<file path="src/rtl/nvbyte_pkg.sv">
package nvbyte_pkg;

  typedef enum logic [2:0] {
    ST_IDLE    = 3'd0,
    ST_RD_LOW  = 3'd1,
    ST_RD_HOLD = 3'd2,
    ST_READY   = 3'd3,
    ST_WR_LOW  = 3'd4,
    ST_WR_ACK  = 3'd5
  } ldr_state_e;

  localparam int unsigned BYTES_PER_WORD = 4;

endpackage

</file>
<file path="src/rtl/nvbyte_pulse_timer.sv">
// Counts the low time of a strobe; 'last' marks its final cycle.
module nvbyte_pulse_timer #(
  parameter int unsigned CW = 4
) (
  input  logic          clk,
  input  logic          rst_n,
  input  logic          run,
  input  logic [CW-1:0] len_m1,
  output logic          last
);

  logic [CW-1:0] cnt_q, cnt_d;

  assign last = run && (cnt_q == len_m1);

  always_comb begin
    cnt_d = cnt_q;
    if (!run || last) cnt_d = '0;
    else              cnt_d = cnt_q + 1'b1;
  end

  always_ff @(posedge clk or negedge rst_n) begin
    if (!rst_n) cnt_q <= '0;
    else        cnt_q <= cnt_d;
  end

  // a strobe that has not reached its last cycle keeps running
  assert_pulse_continues_R4: assert property (@(posedge clk) disable iff (!rst_n)
    (run && !last) |=> run);

  // count never passes the programmed length while running
  assert_count_bounded_R9: assert property (@(posedge clk) disable iff (!rst_n)
    run |-> (cnt_q <= len_m1));

endmodule

</file>
<file path="src/rtl/nvbyte_word_bank.sv">
// Bank of configuration words written one byte lane at a time.
module nvbyte_word_bank #(
  parameter int unsigned NUM_WORDS = 16,
  parameter int unsigned IDX_W     = $clog2(NUM_WORDS)
) (
  input  logic             clk,
  input  logic             rst_n,
  input  logic             we,
  input  logic [IDX_W-1:0] wr_idx,
  input  logic [1:0]       lane,
  input  logic [7:0]       din,
  input  logic [IDX_W-1:0] rd_idx,
  output logic [31:0]      rd_word
);

  import nvbyte_pkg::*;

  localparam int unsigned NLANE = NUM_WORDS * BYTES_PER_WORD;

  logic [31:0]      word_v [NUM_WORDS];
  logic [NLANE-1:0] lane_we;

  for (genvar w = 0; w < NUM_WORDS; w++) begin : g_word
    logic [31:0] word_q, word_d;

    for (genvar l = 0; l < BYTES_PER_WORD; l++) begin : g_lane
      assign lane_we[w*BYTES_PER_WORD + l] =
        we && (wr_idx == IDX_W'(w)) && (lane == 2'(l));
    end

    always_comb begin
      word_d = word_q;
      for (int l = 0; l < BYTES_PER_WORD; l++) begin
        if (lane_we[w*BYTES_PER_WORD + l]) word_d[8*l +: 8] = din;
      end
    end

    always_ff @(posedge clk or negedge rst_n) begin
      if (!rst_n) word_q <= '0;
      else        word_q <= word_d;
    end

    assign word_v[w] = word_q;
  end

  assign rd_word = word_v[rd_idx];

  // a captured byte goes to one lane of one word only
  assert_single_lane_R6: assert property (@(posedge clk) disable iff (!rst_n)
    $onehot0(lane_we));

  // a capture always reaches some lane
  assert_capture_lands_R6: assert property (@(posedge clk) disable iff (!rst_n)
    we |-> ($countones(lane_we) == 1));

endmodule

</file>
<file path="src/rtl/nvbyte_cfg_loader.sv">
module nvbyte_cfg_loader #(
  parameter int unsigned ADDR_W     = 16,
  parameter int unsigned WIN_BASE   = 'h40,
  parameter int unsigned NUM_WORDS  = 16,
  parameter int unsigned RD_LOW_CYC = 4,
  parameter int unsigned WR_LOW_CYC = 4
) (
  input  logic        clk,
  input  logic        rst_n,
  input  logic        strap_serial,
  output logic [15:0] mem_addr,
  output logic        mem_rd_n,
  output logic        mem_wr_n,
  output logic [7:0]  mem_wdata,
  input  logic [7:0]  mem_rdata,
  input  logic        wr_req,
  input  logic [15:0] wr_addr,
  input  logic [7:0]  wr_data,
  output logic        wr_ack,
  output logic        busy,
  output logic        done,
  input  logic [3:0]  cfg_rd_idx,
  output logic [31:0] cfg_rd_word
);

  import nvbyte_pkg::*;

  localparam int unsigned IDX_W     = $clog2(NUM_WORDS);
  localparam int unsigned OFF_W     = IDX_W + 2;
  localparam int unsigned WIN_BYTES = NUM_WORDS * BYTES_PER_WORD;
  localparam int unsigned MAX_LOW   = (RD_LOW_CYC > WR_LOW_CYC) ? RD_LOW_CYC : WR_LOW_CYC;
  localparam int unsigned CW        = $clog2(MAX_LOW + 1);
  localparam logic [ADDR_W-1:0] WIN_FIRST = ADDR_W'(WIN_BASE);
  localparam logic [ADDR_W-1:0] WIN_LAST  = ADDR_W'(WIN_BASE + WIN_BYTES - 1);

  // reset: asserted asynchronously, released on a clock edge
  logic [1:0] rst_sync_q;
  logic       rst_s_n;

  always_ff @(posedge clk or negedge rst_n) begin
    if (!rst_n) rst_sync_q <= 2'b00;
    else        rst_sync_q <= {rst_sync_q[0], 1'b1};
  end
  assign rst_s_n = rst_sync_q[1];

  ldr_state_e        st_q, st_d;
  logic [ADDR_W-1:0] addr_q, addr_d;
  logic [7:0]        wdat_q, wdat_d;
  logic              tmr_run, tmr_last;
  logic [CW-1:0]     tmr_len_m1;
  logic [OFF_W-1:0]  byte_off;
  logic              cap_we;

  always_comb begin
    st_d   = st_q;
    addr_d = addr_q;
    wdat_d = wdat_q;
    unique case (st_q)
      ST_IDLE: begin
        if (!strap_serial) begin
          st_d   = ST_RD_LOW;
          addr_d = WIN_FIRST;
        end
      end
      ST_RD_LOW:  if (tmr_last) st_d = ST_RD_HOLD;
      ST_RD_HOLD: begin
        if (addr_q == WIN_LAST) begin
          st_d = ST_READY;
        end else begin
          st_d   = ST_RD_LOW;
          addr_d = addr_q + 1'b1;
        end
      end
      ST_READY: begin
        if (wr_req) begin
          st_d   = ST_WR_LOW;
          addr_d = ADDR_W'(wr_addr);
          wdat_d = wr_data;
        end
      end
      ST_WR_LOW: if (tmr_last) st_d = ST_WR_ACK;
      ST_WR_ACK: st_d = ST_READY;
      default:   st_d = ST_IDLE;
    endcase
  end

  always_ff @(posedge clk or negedge rst_s_n) begin
    if (!rst_s_n) begin
      st_q   <= ST_IDLE;
      addr_q <= '0;
      wdat_q <= '0;
    end else begin
      st_q   <= st_d;
      addr_q <= addr_d;
      wdat_q <= wdat_d;
    end
  end

  assign tmr_run    = (st_q == ST_RD_LOW) || (st_q == ST_WR_LOW);
  assign tmr_len_m1 = (st_q == ST_RD_LOW) ? CW'(RD_LOW_CYC - 1) : CW'(WR_LOW_CYC - 1);

  nvbyte_pulse_timer #(.CW(CW)) u_timer (
    .clk    (clk),
    .rst_n  (rst_s_n),
    .run    (tmr_run),
    .len_m1 (tmr_len_m1),
    .last   (tmr_last)
  );

  // byte is taken on the edge at which the read strobe rises
  assign cap_we   = (st_q == ST_RD_LOW) && tmr_last;
  assign byte_off = OFF_W'(addr_q - WIN_FIRST);

  nvbyte_word_bank #(.NUM_WORDS(NUM_WORDS), .IDX_W(IDX_W)) u_bank (
    .clk     (clk),
    .rst_n   (rst_s_n),
    .we      (cap_we),
    .wr_idx  (byte_off[OFF_W-1:2]),
    .lane    (byte_off[1:0]),
    .din     (mem_rdata),
    .rd_idx  (IDX_W'(cfg_rd_idx)),
    .rd_word (cfg_rd_word)
  );

  assign mem_addr  = 16'(addr_q);
  assign mem_wdata = wdat_q;
  assign mem_rd_n  = (st_q != ST_RD_LOW);
  assign mem_wr_n  = (st_q != ST_WR_LOW);
  assign wr_ack    = (st_q == ST_WR_ACK);
  assign busy      = (st_q == ST_RD_LOW) || (st_q == ST_RD_HOLD);
  assign done      = (st_q == ST_READY) || (st_q == ST_WR_LOW) || (st_q == ST_WR_ACK);

  // idle with serial strap issues no read
  assert_serial_idle_R2: assert property (@(posedge clk) disable iff (!rst_s_n)
    (st_q == ST_IDLE && strap_serial) |=> (mem_rd_n && !busy));

  // address held for the cycle in which the read strobe rises
  assert_addr_hold_R4: assert property (@(posedge clk) disable iff (!rst_s_n)
    $rose(mem_rd_n) |-> $stable(mem_addr));

  // busy ends only into done, and done is sticky
  assert_busy_to_done_R7: assert property (@(posedge clk) disable iff (!rst_s_n)
    $fell(busy) |-> done);
  assert_done_sticky_R7: assert property (@(posedge clk) disable iff (!rst_s_n)
    done |=> done);

  // no write strobe during preload
  assert_no_write_busy_R8: assert property (@(posedge clk) disable iff (!rst_s_n)
    busy |-> mem_wr_n);

  // address and data steady while the write strobe is low
  assert_wr_stable_R9: assert property (@(posedge clk) disable iff (!rst_s_n)
    (!mem_wr_n && $past(!mem_wr_n)) |-> ($stable(mem_addr) && $stable(mem_wdata)));

  // acknowledge is one cycle and follows a write strobe
  assert_ack_pulse_R10: assert property (@(posedge clk) disable iff (!rst_s_n)
    wr_ack |=> !wr_ack);
  assert_ack_after_wr_R10: assert property (@(posedge clk) disable iff (!rst_s_n)
    wr_ack |-> $past(!mem_wr_n));

  // strobes mutually exclusive
  assert_strobe_excl_R11: assert property (@(posedge clk) disable iff (!rst_s_n)
    !(!mem_rd_n && !mem_wr_n));

endmodule

</file>
<file path="config.mk">
export PLATFORM = sky130hd
export DESIGN_NAME = nvbyte_cfg_loader
export DESIGN_NICKNAME = d
export VERILOG_FILES = /design/src/rtl/nvbyte_pkg.sv /design/src/rtl/nvbyte_pulse_timer.sv /design/src/rtl/nvbyte_word_bank.sv /design/src/rtl/nvbyte_cfg_loader.sv
export SDC_FILE = /design/constraint.sdc
export NUM_CORES = 1
export LEC_CHECK = 0
export ABC_CLOCK_PERIOD_IN_PS = 28400
export BUFFER_PORTS_ARGS = -buffer_cell sky130_fd_sc_hd__buf_4
export CAP_MARGIN = 15
export CORE_MARGIN = 3
export CORE_UTILIZATION = 65
export DETAILED_ROUTE_END_ITERATION = 8
export HOLD_SLACK_MARGIN = 0.1
export PLACE_DENSITY_LB_ADDON = 0.15
export SETUP_SLACK_MARGIN = 0.2
export SLEW_MARGIN = 20
export SYNTH_ARGS = -nofsm -noshare
export SYNTH_HDL_FRONTEND = slang
export SYNTH_SLANG_ARGS = --single-unit
</file>
<file path="constraint.sdc">
create_clock -name clk -period 28.4 [get_ports clk]
set_input_delay 5.68 -clock clk [delete_from_list [all_inputs] [get_ports clk]]
set_output_delay 5.68 -clock clk [all_outputs]
set_load 0.03 [all_outputs]
</file>
# --- After elaboration in Yosys (flattened, before gate mapping) ---
# Index checks and enable logic that the tools add are counted.
op_classes:
  n_addsub: 3
  multipliers: 0
  n_div: 0
  n_lt_le_gt_ge: 1
  eq_ne: 32
  shift: 0
  mux: 14
  bitwise_logic: 1
  reduce_logical: 95
ops:
  columns: ["op", "count"]
  rows:
  - ["$bmux W32 S4", 1]
  - ["$logic_and A1 B1 Y1", 82]
  - ["$mux W32", 2]
  - ["$mux W16", 3]
  - ["$pmux W16 S3", 1]
  - ["$eq A4 B4 Y1 const B", 8]
  - ["$pmux W3 S6", 1]
  - ["$add A16 B1 Y16 const B", 1]
  - ["$eq A16 B7 Y1 const B", 1]
  - ["$eq A4 B3 Y1 const B", 4]
  - ["$mux W3", 5]
  - ["$ne A2 B2 Y1 const B", 5]
  - ["$eq A3 B2 Y1 const B", 3]
  - ["$eq A4 B2 Y1 const B", 2]
  - ["$reduce_and A4 Y1", 2]
  - ["$eq A3 B3 Y1 const B", 2]
  - ["$sub A6 B1 Y6 const B", 1]
  - ["$ge A5 B5 Y1 const B", 1]
  - ["$logic_or A1 B1 Y1", 5]
  - ["$not A4 Y5", 1]
  - ["$eq A2 B2 Y1 const B", 2]
  - ["$eq A4 B1 Y1 const B", 1]
  - ["$logic_not A4 Y1", 1]
  - ["$add A3 B1 Y3 const B", 1]
  - ["10 further kinds", 10]
totals:
  regBits: 544
  latch_bits: 0
  ram_bits: 0
  romBits: 0
  in_bits: 40
  out_inout_bits: 61
  word_cells: 215
  memories: 0

# --- Logic depth before layout (Yosys ltp) ---
# Gate-level depths: netlist of the first run.
depth:
  word_depth: 6
  ltp_mapped: 9
  ltp_nobuf: 6

# --- By module ---
# From an unflattened synthesis of the first run, not the netlist that was laid out.
hier_totals:
  cells_unflattened: 1646
  hier_area_um2: 25286.8
modules_own_cells:
  columns: ["mod", "instances", "cells_each", "area_each_um2", "seq_area_each_um2"]
  rows:
  - ["nvbyte_word_bank", 1, 1459, 23458.7, 12812.3]
  - ["nvbyte_cfg_loader", 1, 173, 1664.1, 725.7]
  - ["nvbyte_pulse_timer", 1, 14, 163.9, 75.1]

# --- Worst setup path after synthesis of the first run ---
# Ideal clock, no wire load.
synth_path:
  kind: "in2out"
  from: "input cfg_rd_idx[0]"
  to: "output cfg_rd_word[11]"
  t_arrival_ps: 7364
  required_ps: 22720
  path_slack_ps: 15356
  path_stages: 4
  path_buffers: 2
  cell_sequence: "buf_2 buf_2 mux4_2 mux4_2"
synth_between:
  elab_chain_len: 4
synth_rtl:
  columns: ["item", "line", "rtl"]
  rows:
  - ["start, declared", "nvbyte_cfg_loader.sv:22", "input logic [3:0] cfg_rd_idx,"]
  - ["$not A4 Y5 (not written as such)", "nvbyte_word_bank.sv:46", "assign rd_word = word_v[rd_idx];"]
  - ["$bmux W32 S4", "nvbyte_word_bank.sv:46", null]
  - ["$mux W32 (not written as such) (2 in series)", "nvbyte_word_bank.sv:46", null]
  - ["end, declared", "nvbyte_cfg_loader.sv:23", "output logic [31:0] cfg_rd_word"]
# No other way between the ends. The select of a mux whose other input is x is not followed.

# --- Worst setup path after layout of the first run ---
layout_path:
  from: "input cfg_rd_idx[0]"
  to: "output cfg_rd_word[14]"
# Same word-level chain as after synthesis.

==> flow_results.xml, run 1 <==
<?xml version="1.0" encoding="UTF-8"?>
<metrics>
  <group name="status">
    <metric name="status" unit="">completed</metric>
  </group>
  <group name="pwr">
    <metric name="power.net_switching" unit="uW">582</metric>
    <metric name="cellPowerDensity" unit="nW/um^2">72.0</metric>
    <metric name="vdd_ir_drop_max" unit="mV">0.0707</metric>
    <metric name="power.internal" unit="mW">1.46</metric>
    <metric name="switching_share" unit="%">28.4</metric>
    <metric name="proportion_of_power_drawn_by_flip_flops_and_latches" unit="%">43.8</metric>
    <metric name="clock_power_share" unit="%">37.5</metric>
    <metric name="power.share.combinational" unit="%">18.7</metric>
    <metric name="p_leak" unit="nW">13.0</metric>
  </group>
  <group name="sta">
    <metric name="setup_repair_after_global_routing_missed_its_margin" unit="">false</metric>
    <metric name="max_transition_viols_final" unit="">0</metric>
    <metric name="worst_slew_pin_slew" unit="ps">1090</metric>
    <metric name="finalHoldViolCount" unit="">0</metric>
    <metric name="fmax" unit="GHz">0.0699</metric>
    <metric name="layout_setup_ws" unit="ps">14090</metric>
    <metric name="timing.slew.headroom" unit="%">27.3</metric>
    <metric name="finalSetupTns" unit="ps">0</metric>
    <metric name="fin_crit_sh" unit="%">50.4</metric>
    <metric name="final_period_demand_of_the_worst_path" unit="ps">14310</metric>
    <metric name="fin_skew" unit="ps">10.4</metric>
    <metric name="setup_viol" unit="">0</metric>
  </group>
  <group name="die">
    <metric name="floorplan.io_pins" unit="">101</metric>
    <metric name="rows" unit="">71</metric>
    <metric name="initial_standard_cell_utilization_of_the_core" unit="%">66.8</metric>
    <metric name="fp.coreArea" unit="sq um">38100</metric>
    <metric name="die_width" unit="microns">204</metric>
    <metric name="die-height" unit="microns">204</metric>
    <metric name="design.die.area" unit="sq um">41600</metric>
  </group>
  <group name="critical_path">
    <metric name="critical_path.endpoint_type" unit="">output port</metric>
    <metric name="worstReg2RegStart" unit="">rst_sync_q[1]$_DFF_PN0_</metric>
    <metric name="worst_ep_required_time" unit="ps">22720</metric>
    <metric name="worstPathBufferInverterCount" unit="">3</metric>
    <metric name="r2r_setup_slack" unit="ps">25130</metric>
    <metric name="critical_path_class" unit="">in -&gt; out</metric>
    <metric name="reg2reg_depth" unit="">3</metric>
    <metric name="worstPathCellList" unit="">buf_8 &gt; buf_4 &gt; mux4_2 &gt; mux4_2 &gt; buf_4</metric>
    <metric name="setup.worst_path.start_class" unit="">input port</metric>
    <metric name="critical-path-max-stage-delay" unit="ps">840</metric>
    <metric name="critical_path_peak_fanout" unit="">83</metric>
    <metric name="family_of_cells_with_the_greatest_summed_delay_on_the_critical_path" unit="">buffers and inverters</metric>
    <metric name="timing.critical_path.arrival" unit="ps">8630</metric>
    <metric name="timing.critical_path.slowest_stage_cell" unit="">buf_4</metric>
    <metric name="r2r-end" unit="">u_bank.g_word[5].word_q[12]$_DFFE_PN0P_</metric>
  </group>
  <group name="route">
    <metric name="antenna_left" unit="">0</metric>
    <metric name="via_per_inst" unit="">6.57</metric>
    <metric name="detailroute.via_count" unit="">14317</metric>
    <metric name="drt-initial-drc-count" unit="">962</metric>
    <metric name="first_pass_iters" unit="">5</metric>
    <metric name="remaining_drc_errors" unit="">0</metric>
    <metric name="routedWlPerCell" unit="microns">26.7</metric>
    <metric name="drt-total-wl" unit="mm">58.1</metric>
  </group>
  <group name="final_layout">
    <metric name="fin_cells" unit="">2178</metric>
    <metric name="highest_count_cells_in_the_layout_ignoring_fill_and_taps" unit="">dfrtp_1 (543), mux2_2 (486), mux4_2 (160)</metric>
    <metric name="regArea" unit="sq um">13600</metric>
    <metric name="synthToLayoutAreaGrowth" unit="%">11.6</metric>
    <metric name="layout.filler_cells" unit="">2220</metric>
    <metric name="antenna_cells_inserted" unit="">0</metric>
    <metric name="final_net_count" unit="">1672</metric>
    <metric name="layout-drive-gt1-share" unit="%">57.4</metric>
    <metric name="finish.utilization" unit="%">74.5</metric>
    <metric name="area_occupied_by_multi_input_gates" unit="sq um">11200</metric>
    <metric name="layout.cells.most_common" unit="">dfrtp_1</metric>
  </group>
  <group name="synthesis">
    <metric name="synth-adder-area-share" unit="%">0.295</metric>
    <metric name="register_area_share_after_synthesis" unit="%">53.5</metric>
    <metric name="synth_compound_gate_area_share" unit="%">1.60</metric>
    <metric name="synth_enable_flop_cells" unit="">0</metric>
    <metric name="mappedNetlistArea" unit="sq um">25400</metric>
    <metric name="post_synth_mux_area_share" unit="%">37.7</metric>
    <metric name="total_of_flip_flops_plus_latches_after_synthesis" unit="">544</metric>
    <metric name="synth.yosys.warnings" unit="">0</metric>
    <metric name="count_of_cell_types_in_the_netlist" unit="">58</metric>
    <metric name="postSynthCellCount" unit="">1575</metric>
    <metric name="dominant_combinational_cell_family_by_area_after_synthesis" unit="">multiplexers</metric>
    <metric name="yosys_most_used_dff" unit="">dfrtp_1</metric>
    <metric name="synth_async_sr_flop_share" unit="%">100</metric>
    <metric name="post_synth_and_or_nand_nor_area_fraction" unit="%">4.52</metric>
    <metric name="synth_xor_xnor_area_share" unit="%">0</metric>
    <metric name="syn-mean-instance-area" unit="sq um">16.2</metric>
    <metric name="syn_nets" unit="">1621</metric>
  </group>
  <group name="placement">
    <metric name="finalWeightedCongestion" unit="">0.858</metric>
    <metric name="placedCellCount" unit="">2079</metric>
    <metric name="place_worst_setup_slack" unit="ps">13880</metric>
    <metric name="place.port_buffers" unit="">100</metric>
    <metric name="dp_hpwl" unit="mm">35.0</metric>
  </group>
  <group name="global_routing">
    <metric name="overall_global_routing_usage" unit="%">29.3</metric>
    <metric name="gr-total-overflow" unit="">0</metric>
    <metric name="grt_pass1_vias" unit="">15437</metric>
    <metric name="grt_first_pass_wirelength" unit="mm">92.9</metric>
    <metric name="grt_max_degree" unit="">84</metric>
    <metric name="antenna_found_initial" unit="">0</metric>
  </group>
  <group name="clock_network">
    <metric name="tritoncts_sinks" unit="">544</metric>
    <metric name="cts_htree_levels" unit="">2</metric>
    <metric name="max_root_sink_buffers" unit="">3</metric>
    <metric name="cts_tree" unit="">done</metric>
    <metric name="worst_skew_pair.late_latency" unit="ps">600</metric>
    <metric name="cts.root.buffer_cell" unit="">clkbuf_16</metric>
    <metric name="cts_resized" unit="">0</metric>
    <metric name="cts_hold_buf" unit="">0</metric>
    <metric name="cts-buffers-inserted" unit="">55</metric>
    <metric name="clkTransAtPathRegs" unit="ps">60</metric>
    <metric name="postCtsSetupBuffers" unit="">0</metric>
  </group>
  <group name="hold_path">
    <metric name="worst_hold_path.endpoint" unit="">rst_sync_q[1]$_DFF_PN0_</metric>
    <metric name="worstHoldPathType" unit="">reg -&gt; reg</metric>
    <metric name="hold_start" unit="">rst_sync_q[0]$_DFF_PN0_</metric>
    <metric name="worstHoldPathCells" unit="">0</metric>
  </group>
  <group name="run">
    <metric name="timing.max_cap.violations" unit="">0</metric>
  </group>
</metrics>
worst reg2reg max path, cell delays in order (launching register included):
cell and delay (ps):
dfrtp_4 870, buf_4 800, buf_4 800, buf_4 810
state kept, by name, summed over array words and instances (netlist names):
signal,cells
u_bank.g_word.word_q,512
u_timer.cnt_q,3
rst_sync_q,2
mem_wdata,8
mem_addr,16
st_q,3
power groups by stage:
stage               Sequential (mW)  Clock [mW]  Combinational, mW
floorplan                     0.928           0              0.243
global placement              0.905           0              0.373
detailed placement            0.907           0              0.381
CTS                           0.894       0.778              0.383
global route                  0.904       0.812              0.410
finish                        0.896       0.767              0.382
cell usage after synthesis, drive strengths merged (2+ instances only):
cell | number | area, sq um
nor2 | 49 | 402
a32oi | 7 | 61.3
inv | 13 | 48.8
o31ai | 7 | 52.6
nor4b | 2 | 32.5
nor3b | 3 | 38.8
nand3 | 31 | 333
o22ai | 3 | 18.8
a21oi | 13 | 65.1
nand2b | 2 | 12.5
and3 | 9 | 56.3
mux4 | 160 | 3600
dfrtp | 544 | 13600
clkbuf | 81 | 304
nor3 | 4 | 20.0
a22oi | 3 | 22.5
mux2 | 520 | 5980
a31oi | 3 | 18.8
ha | 6 | 75.1
nor4 | 2 | 12.5
a21o | 2 | 15.0
nand2 | 19 | 73.8
buf | 43 | 254
o21ai | 24 | 120
and4 | 4 | 37.5
nand4 | 7 | 68.8
per-layer routing:
metal / up-vias / share of wire (%) / track usage [%]
met2: 391 / 51 / 48.9
li1: 6048 / - / -
met3: 102 / 5.1 / 5.21
met4: 0 / 2.7 / 8.70
met5: - / 0 / 0
met1: 7776 / 41 / 40.2
cells by family after synthesis:
logic type | after synthesis
buffers and inverters | 137
adders and majority gates | 6
other | 1
muxes | 681
AOI/OAI and AO/OA | 66
DFF | 544
and+or+nand+nor | 140
through the flow:
stage	power [mW]	hold WS (ps)	instance area, sq um
after floorplan	1.17	331	25400
after detailed placement	1.29	336	26400
after global placement	1.28	340	26400
after CTS	2.06	360	28400
after global routing	2.13	369	28400
final	2.05	357	28400
final cells by class:
cell class | count | area share [%]
tap | 511 | 2.25
timing repair buffer | 118 | 3.23
sequential | 544 | 47.9
clock inverter | 19 | 0.969
multi-input combinational | 894 | 39.6
clock buffer | 79 | 5.88
inverter | 13 | 0.172
worst max-delay path by stage:
| stage | startpoint | endpoint | slack (ps) | cells after the start |
|---|---|---|---|---|
| floorplan | rst_sync_q[1]$_DFF_PN0_ | mem_addr[0]$_DFFE_PN0P_ | 12110 | 0 |
| global placement | cfg_rd_idx[0] | cfg_rd_word[14] | 13910 | 5 |
| detailed placement | cfg_rd_idx[0] | cfg_rd_word[0] | 13880 | 5 |
| CTS | cfg_rd_idx[0] | cfg_rd_word[0] | 13880 | 5 |
| global route | cfg_rd_idx[0] | cfg_rd_word[14] | 13790 | 5 |
| finish | cfg_rd_idx[0] | cfg_rd_word[14] | 14090 | 5 |
Power figures use the tool's default switching activity.
==> inputs of run 2 (changes only) <==
ABC_CLOCK_PERIOD_IN_PS = 15000   (was 28400)
CORE_UTILIZATION = 62   (was 65)
clock period = 15 ns   (was 28.4 ns; I/O delays follow)
==> run 2 against run 1 <==
Largest cell class unchanged. Count of clock-buffer cells in the layout increased by 2. Via count is 0.60% lower. Sequential power is 89% higher. Clock skew is 6.7 ps higher. Global-route usage fell by 2.5 points. Largest power group unchanged. Worst hold slack better by 0.80 ps. Non-clock buffer count fell by 2. Clock power grew 76%. Wire length decreased by 1.5%. Final cell count up 0.51%.
==> flow_results.xml, run 2 (synthesis gave the netlist of run 1 again) <==
<?xml version="1.0" encoding="UTF-8"?>
<metrics>
  <group name="clock_network">
    <metric name="cts_resized" unit="">0</metric>
    <metric name="cts_htree_levels" unit="">2</metric>
    <metric name="cts.root.buffer_cell" unit="">clkbuf_16</metric>
    <metric name="cts_hold_buf" unit="">0</metric>
    <metric name="max_root_sink_buffers" unit="">3</metric>
    <metric name="cts-buffers-inserted" unit="">55</metric>
    <metric name="clkTransAtPathRegs" unit="ps">50</metric>
    <metric name="worst_skew_pair.late_latency" unit="ps">600</metric>
    <metric name="postCtsSetupBuffers" unit="">0</metric>
    <metric name="cts_tree" unit="">done</metric>
    <metric name="tritoncts_sinks" unit="">544</metric>
  </group>
  <group name="critical_path">
    <metric name="family_of_cells_with_the_greatest_summed_delay_on_the_critical_path" unit="">buffers and inverters</metric>
    <metric name="reg2reg_depth" unit="">3</metric>
    <metric name="critPathLaunch" unit="">cfg_rd_idx[0]</metric>
    <metric name="timing.critical_path.slowest_stage_cell" unit="">buf_4</metric>
    <metric name="critical_path.endpoint_type" unit="">output port</metric>
    <metric name="worstReg2RegStart" unit="">rst_sync_q[1]$_DFF_PN0_</metric>
    <metric name="timing.critical_path.arrival" unit="ps">5680</metric>
    <metric name="r2r_setup_slack" unit="ps">11640</metric>
    <metric name="critical_path_peak_fanout" unit="">46</metric>
    <metric name="critical-path-max-stage-delay" unit="ps">810</metric>
    <metric name="worstPathBufferInverterCount" unit="">3</metric>
    <metric name="worst_ep_required_time" unit="ps">12000</metric>
    <metric name="worstPathCellList" unit="">clkbuf_8 &gt; buf_4 &gt; mux4_2 &gt; mux4_2 &gt; buf_4</metric>
    <metric name="r2r-end" unit="">u_bank.g_word[14].word_q[12]$_DFFE_PN0P_</metric>
    <metric name="setup.worst_path.start_class" unit="">input port</metric>
    <metric name="critical_path_class" unit="">in -&gt; out</metric>
  </group>
  <group name="final_layout">
    <metric name="registers.top_by_ff_count" unit="">u_bank.g_word.word_q</metric>
    <metric name="finish.utilization" unit="%">70.4</metric>
    <metric name="layout-drive-gt1-share" unit="%">57.2</metric>
    <metric name="antenna_cells_inserted" unit="">0</metric>
    <metric name="layout.cells.most_common" unit="">dfrtp_1</metric>
    <metric name="final_net_count" unit="">1670</metric>
    <metric name="synthToLayoutAreaGrowth" unit="%">11.0</metric>
    <metric name="largest_register_ff_count" unit="">512</metric>
    <metric name="highest_count_cells_in_the_layout_ignoring_fill_and_taps" unit="">dfrtp_1 (543), mux2_2 (486), mux4_2 (160)</metric>
  </group>
  <group name="die">
    <metric name="design.die.area" unit="sq um">43500</metric>
    <metric name="rows" unit="">73</metric>
    <metric name="die_width" unit="microns">209</metric>
    <metric name="initial_standard_cell_utilization_of_the_core" unit="%">63.5</metric>
    <metric name="fp.coreArea" unit="sq um">40100</metric>
    <metric name="die-height" unit="microns">209</metric>
    <metric name="floorplan.io_pins" unit="">101</metric>
  </group>
  <group name="sta">
    <metric name="finalHoldViolCount" unit="">0</metric>
    <metric name="final_period_demand_of_the_worst_path" unit="ps">8680</metric>
    <metric name="timing.slew.headroom" unit="%">32.3</metric>
    <metric name="max_transition_viols_final" unit="">0</metric>
    <metric name="worst_slew_pin_slew" unit="ps">1020</metric>
    <metric name="fin_skew" unit="ps">17.1</metric>
    <metric name="finalSetupTns" unit="ps">0</metric>
    <metric name="fin_crit_sh" unit="%">57.8</metric>
    <metric name="setup_repair_after_global_routing_missed_its_margin" unit="">false</metric>
    <metric name="setup_viol" unit="">0</metric>
    <metric name="fmax" unit="GHz">0.115</metric>
  </group>
  <group name="global_routing">
    <metric name="gr-total-overflow" unit="">0</metric>
    <metric name="grt_pass1_vias" unit="">15034</metric>
    <metric name="grt_max_degree" unit="">168</metric>
    <metric name="antenna_found_initial" unit="">1</metric>
    <metric name="grt_first_pass_wirelength" unit="mm">90.7</metric>
    <metric name="overall_global_routing_usage" unit="%">26.8</metric>
  </group>
  <group name="status">
    <metric name="status" unit="">completed</metric>
  </group>
  <group name="route">
    <metric name="drt-initial-drc-count" unit="">1023</metric>
    <metric name="remaining_drc_errors" unit="">0</metric>
    <metric name="drt-total-wl" unit="mm">57.2</metric>
    <metric name="routedWlPerCell" unit="microns">26.1</metric>
    <metric name="first_pass_iters" unit="">5</metric>
    <metric name="antenna_left" unit="">0</metric>
    <metric name="via_per_inst" unit="">6.50</metric>
    <metric name="detailroute.via_count" unit="">14231</metric>
  </group>
  <group name="placement">
    <metric name="finalWeightedCongestion" unit="">0.847</metric>
    <metric name="place.port_buffers" unit="">100</metric>
    <metric name="dp_hpwl" unit="mm">35.7</metric>
  </group>
  <group name="pwr">
    <metric name="p_leak" unit="nW">12.9</metric>
    <metric name="cellPowerDensity" unit="nW/um^2">134</metric>
    <metric name="vdd_ir_drop_max" unit="mV">0.108</metric>
  </group>
  <group name="hold_path">
    <metric name="hold_start" unit="">rst_sync_q[0]$_DFF_PN0_</metric>
    <metric name="worstHoldPathType" unit="">reg -&gt; reg</metric>
    <metric name="worstHoldPathCells" unit="">0</metric>
    <metric name="worst_hold_path.endpoint" unit="">rst_sync_q[1]$_DFF_PN0_</metric>
  </group>
  <group name="run">
    <metric name="timing.max_cap.violations" unit="">0</metric>
  </group>
</metrics>
[run 2: cell count changes in the layout (fill, tap and decap cells not counted), sizes merged]
cell      previous run  this run
buf                118       115
bufinv               7         1
clkbuf              79        82
clkinv              10        14
clkinvlp             2         1
[run 2: power by group]
| group | internal, mW | switching (mW) | total, mW |
|---|---|---|---|
| Combinational | 0.292 | 0.440 | 0.732 |
| Clock | 0.781 | 0.566 | 1.35 |
| Sequential | 1.59 | 0.103 | 1.69 |
| Total | 2.67 | 1.11 | 3.77 |
[run 2: worst reg2reg max path, delay by kind of cell, from the launching register on]
family / cells / cell delay [ps]
buf+inv: 3 / 2290
flops: 1 / 1020
[run 2: layer usage]
metal  up-vias  global-route usage [%]  wire length [microns]
met5         -                       0                     13
met4         2                    6.65                   1380
met3        98                    4.50                   2560
met2       353                    45.0                  28700
met1      7743                    37.3                  24500
li1       6035                       -                      -
[run 2: metrics by stage]
step | power (mW) | cell area [sq um] | hold WS, ps | setup slack (ps) | cells
final | 3.77 | 28200 | 358 | 6320 | 2189
after global routing | 3.92 | 28200 | 375 | 6110 | 2189
after CTS | 3.80 | 28200 | 365 | 6220 | 2189
after detailed placement | 2.45 | 26400 | 341 | 6240 | 2092
after global placement | 2.43 | 26400 | 339 | 6270 | 2092
after floorplan | 2.22 | 25400 | 331 | 6150 | 1575
[run 2: final cells by class]
class                   count  area, sq um
multi-input cells         894        11200
repair buffers            116          901
flip-flops and latches    544        13600
fillers                  2610        11900
clock inverters            16          111
well taps                 525          657
inverters                  13         48.8
clock buffers              81         1670
[run 2: how the worst max path moves through the flow]
stage | depth (start not counted) | endpoint | slack (ps)
floorplan | 0 | mem_addr[0]$_DFFE_PN0P_ | 6150
finish | 5 | cfg_rd_word[17] | 6320
global placement | 5 | cfg_rd_word[17] | 6270
global route | 5 | cfg_rd_word[17] | 6110
CTS | 5 | cfg_rd_word[17] | 6220
detailed placement | 5 | cfg_rd_word[17] | 6240
==> inputs of run 3 (changes only) <==
ABC_AREA = 1   (was unset)
ABC_CLOCK_PERIOD_IN_PS = 8200   (was 15000)
clock period = 8.2 ns   (was 15 ns; I/O delays follow)
==> run 3 against run 2 <==
Core utilization is 0.64 points lower. Synthesized area hardly changed. Setup slack lost 3600 ps. Via count rose by 53%. Clock skew decreased by 4.8 ps. Synthesized cell count is 99% higher. Final cell count grew 67%. Global-route usage is 4.6 points higher. Worst hold slack got worse by 4.4 ps. Sequential cell count unchanged. Critical endpoint is now cfg_rd_word[3]. Largest cell class unchanged. Sequential power is 70% higher.
==> flow_results.xml, run 3 <==
<?xml version="1.0" encoding="UTF-8"?>
<metrics>
  <group name="synthesis">
    <metric name="syn_nets" unit="">3183</metric>
    <metric name="postSynthCellCount" unit="">3137</metric>
    <metric name="synth.yosys.warnings" unit="">0</metric>
    <metric name="synth_compound_gate_area_share" unit="%">19.3</metric>
    <metric name="dominant_combinational_cell_family_by_area_after_synthesis" unit="">compound AO/OA/AOI/OAI gates</metric>
    <metric name="syn-mean-instance-area" unit="sq um">8.12</metric>
    <metric name="mappedNetlistArea" unit="sq um">25500</metric>
    <metric name="yosys_most_used_dff" unit="">dfrtp_1</metric>
    <metric name="total_of_flip_flops_plus_latches_after_synthesis" unit="">544</metric>
    <metric name="synth-adder-area-share" unit="%">0.295</metric>
    <metric name="synthDominantAreaCellType" unit="">dfrtp_1</metric>
    <metric name="post_synth_mux_area_share" unit="%">0.354</metric>
    <metric name="synthMostInstantiatedCell" unit="">nand2_1</metric>
    <metric name="synth_xor_xnor_area_share" unit="%">0</metric>
    <metric name="synth_common_cells" unit="">nand2_1 (800), o21ai_0 (645), dfrtp_1 (544)</metric>
    <metric name="synth_async_sr_flop_share" unit="%">100</metric>
    <metric name="post_synth_and_or_nand_nor_area_fraction" unit="%">18.3</metric>
    <metric name="synth.area.top_cells" unit="">dfrtp_1 (53%), o21ai_0 (13%), nand2_1 (12%)</metric>
    <metric name="register_area_share_after_synthesis" unit="%">53.5</metric>
    <metric name="count_of_cell_types_in_the_netlist" unit="">30</metric>
    <metric name="synth_enable_flop_cells" unit="">0</metric>
    <metric name="netlist.area_leader.share" unit="%">53.5</metric>
  </group>
  <group name="clock_network">
    <metric name="cts_hold_buf" unit="">0</metric>
    <metric name="cts_resized" unit="">0</metric>
    <metric name="clkTransAtPathRegs" unit="ps">60</metric>
    <metric name="cts-buffers-inserted" unit="">56</metric>
    <metric name="postCtsSetupBuffers" unit="">0</metric>
    <metric name="cts_tree" unit="">done</metric>
    <metric name="tritoncts_sinks" unit="">544</metric>
    <metric name="max_root_sink_buffers" unit="">3</metric>
    <metric name="cts_htree_levels" unit="">2</metric>
    <metric name="worst_skew_pair.late_latency" unit="ps">600</metric>
    <metric name="cts.root.buffer_cell" unit="">clkbuf_16</metric>
  </group>
  <group name="sta">
    <metric name="fmax" unit="GHz">0.183</metric>
    <metric name="setup_repair_after_global_routing_missed_its_margin" unit="">false</metric>
    <metric name="timing.slew.headroom" unit="%">25.1</metric>
    <metric name="finalSetupTns" unit="ps">0</metric>
    <metric name="final_period_demand_of_the_worst_path" unit="ps">5460</metric>
    <metric name="fin_skew" unit="ps">12.4</metric>
    <metric name="finalHoldViolCount" unit="">0</metric>
    <metric name="setup_viol" unit="">0</metric>
    <metric name="max_transition_viols_final" unit="">0</metric>
    <metric name="layout_setup_ws" unit="ps">2740</metric>
    <metric name="fin_crit_sh" unit="%">66.5</metric>
    <metric name="worst_slew_pin_slew" unit="ps">1120</metric>
  </group>
  <group name="pwr">
    <metric name="cellPowerDensity" unit="nW/um^2">229</metric>
    <metric name="p_leak" unit="nW">14.9</metric>
    <metric name="vdd_ir_drop_max" unit="mV">0.307</metric>
  </group>
  <group name="critical_path">
    <metric name="family_of_cells_with_the_greatest_summed_delay_on_the_critical_path" unit="">buffers and inverters</metric>
    <metric name="critical-path-max-stage-delay" unit="ps">740</metric>
    <metric name="worst_ep_required_time" unit="ps">6560</metric>
    <metric name="r2r-end" unit="">u_bank.g_word[7].word_q[5]$_DFFE_PN0P_</metric>
    <metric name="reg2reg_depth" unit="">6</metric>
    <metric name="worstPathCellList" unit="">buf_6 &gt; buf_4 &gt; o211ai_1 &gt; nand3_1 &gt; nand3_1 &gt; nand2_1 &gt; buf_4</metric>
    <metric name="critical_path_class" unit="">in -&gt; out</metric>
    <metric name="timing.critical_path.arrival" unit="ps">3820</metric>
    <metric name="r2r_setup_slack" unit="ps">5300</metric>
    <metric name="setup.worst_path.start_class" unit="">input port</metric>
    <metric name="worstReg2RegStart" unit="">st_q[2]$_DFFE_PN0P_</metric>
    <metric name="worstPathBufferInverterCount" unit="">3</metric>
    <metric name="timing.critical_path.slowest_stage_cell" unit="">buf_6</metric>
    <metric name="critical_path.endpoint_type" unit="">output port</metric>
    <metric name="critical_path_peak_fanout" unit="">123</metric>
  </group>
  <group name="hold_path">
    <metric name="hold_start" unit="">rst_sync_q[0]$_DFF_PN0_</metric>
    <metric name="worstHoldPathCells" unit="">0</metric>
    <metric name="worst_hold_path.endpoint" unit="">rst_sync_q[1]$_DFF_PN0_</metric>
    <metric name="worstHoldPathType" unit="">reg -&gt; reg</metric>
  </group>
  <group name="route">
    <metric name="via_per_inst" unit="">5.96</metric>
    <metric name="drt-total-wl" unit="mm">68.5</metric>
    <metric name="detailroute.via_count" unit="">21722</metric>
    <metric name="first_pass_iters" unit="">5</metric>
    <metric name="drt-initial-drc-count" unit="">2554</metric>
    <metric name="antenna_left" unit="">0</metric>
    <metric name="routedWlPerCell" unit="microns">18.8</metric>
    <metric name="remaining_drc_errors" unit="">0</metric>
  </group>
  <group name="final_layout">
    <metric name="synthToLayoutAreaGrowth" unit="%">10.1</metric>
    <metric name="layout.cells.most_common" unit="">nand2_1</metric>
    <metric name="regArea" unit="sq um">13600</metric>
    <metric name="highest_count_cells_in_the_layout_ignoring_fill_and_taps" unit="">nand2_1 (800), o21ai_0 (645), dfrtp_1 (543)</metric>
    <metric name="finish.utilization" unit="%">69.8</metric>
    <metric name="layout-drive-gt1-share" unit="%">7.82</metric>
    <metric name="final_net_count" unit="">3124</metric>
    <metric name="fin_cells" unit="">3646</metric>
    <metric name="largest_register_ff_count" unit="">512</metric>
    <metric name="layout.filler_cells" unit="">3237</metric>
    <metric name="area_occupied_by_multi_input_gates" unit="sq um">9730</metric>
    <metric name="antenna_cells_inserted" unit="">0</metric>
    <metric name="design_area" unit="sq um">28000</metric>
    <metric name="registers.top_by_ff_count" unit="">u_bank.g_word.word_q</metric>
  </group>
  <group name="global_routing">
    <metric name="gr-total-overflow" unit="">0</metric>
    <metric name="grt_max_degree" unit="">195</metric>
    <metric name="antenna_found_initial" unit="">0</metric>
    <metric name="grt_first_pass_wirelength" unit="mm">111</metric>
    <metric name="grt_pass1_vias" unit="">20683</metric>
    <metric name="overall_global_routing_usage" unit="%">31.4</metric>
  </group>
  <group name="placement">
    <metric name="place.port_buffers" unit="">100</metric>
    <metric name="dpl_cell_area" unit="sq um">26100</metric>
    <metric name="dp_hpwl" unit="mm">40.4</metric>
    <metric name="finalWeightedCongestion" unit="">0.852</metric>
    <metric name="placedCellCount" unit="">3544</metric>
    <metric name="place_worst_setup_slack" unit="ps">2770</metric>
  </group>
  <group name="status">
    <metric name="status" unit="">completed</metric>
  </group>
  <group name="die">
    <metric name="die-height" unit="microns">209</metric>
    <metric name="design.die.area" unit="sq um">43500</metric>
    <metric name="fp.coreArea" unit="sq um">40200</metric>
    <metric name="initial_standard_cell_utilization_of_the_core" unit="%">63.4</metric>
    <metric name="rows" unit="">73</metric>
    <metric name="floorplan.io_pins" unit="">101</metric>
    <metric name="die_width" unit="microns">209</metric>
  </group>
  <group name="run">
    <metric name="timing.max_cap.violations" unit="">0</metric>
  </group>
</metrics>
run 3: cell types whose count changed after synthesis, moves of 119 or more:
cell and delta:
a21oi_1 +119, inv_1 +286, mux2_2 -478, mux4_2 -160
nand2_1 +782, nand3_1 +253, o211ai_1 +128, o21ai_0 +629
run 3: report_power, final:
part / switching, mW / total (mW) / internal [mW]
sequential: 0.0935 / 2.88 / 2.78
clock: 1.05 / 2.63 / 1.59
combinational: 0.659 / 0.921 / 0.262
total: 1.80 / 6.43 / 4.63
run 3: per-layer routing:
layer  track usage (%)  vias to the layer above  part of all wire (%)
li1                  -                    10189                     -
met5                 0                        -                     0
met4              10.5                        0                   3.2
met1              45.0                    10468                    43
met3              5.81                      151                   7.9
met2              49.1                      914                    46
run 3: cell type report:
type,count,area share [%]
inverter,299,4.01
sequential,544,48.6
clock buffer,80,5.79
clock inverter,21,1.01
timing repair buffer,119,3.61
tap,525,2.34
multi-input combinational,2058,34.7
run 3: worst max path at each step:
stage	cells past startpoint	end	slack, ps	from
after CTS	7	cfg_rd_word[3]	2750	cfg_rd_idx[1]
after global routing	7	cfg_rd_word[8]	2560	cfg_rd_idx[1]
after floorplan	0	mem_addr[0]$_DFFE_PN0P_	2910	rst_sync_q[1]$_DFF_PN0_
after detailed placement	7	cfg_rd_word[7]	2770	cfg_rd_idx[1]
final	7	cfg_rd_word[3]	2740	cfg_rd_idx[1]
after global placement	7	cfg_rd_word[6]	2780	cfg_rd_idx[1]
run 3: cell families after synthesis:
kind of cell    count (synthesis)
compound gates                916
fa+ha+maj                       6
flops                         544
simple gates                 1127
other cells                     1
buf+inv                       535
mux                             8
run 3: stage by stage:
step / total power, mW / hold WS (ps)
after global routing: 6.67 / 364
after global placement: 3.81 / 336
after CTS: 6.45 / 358
after detailed placement: 3.84 / 345
final: 6.43 / 353
after floorplan: 3.51 / 331
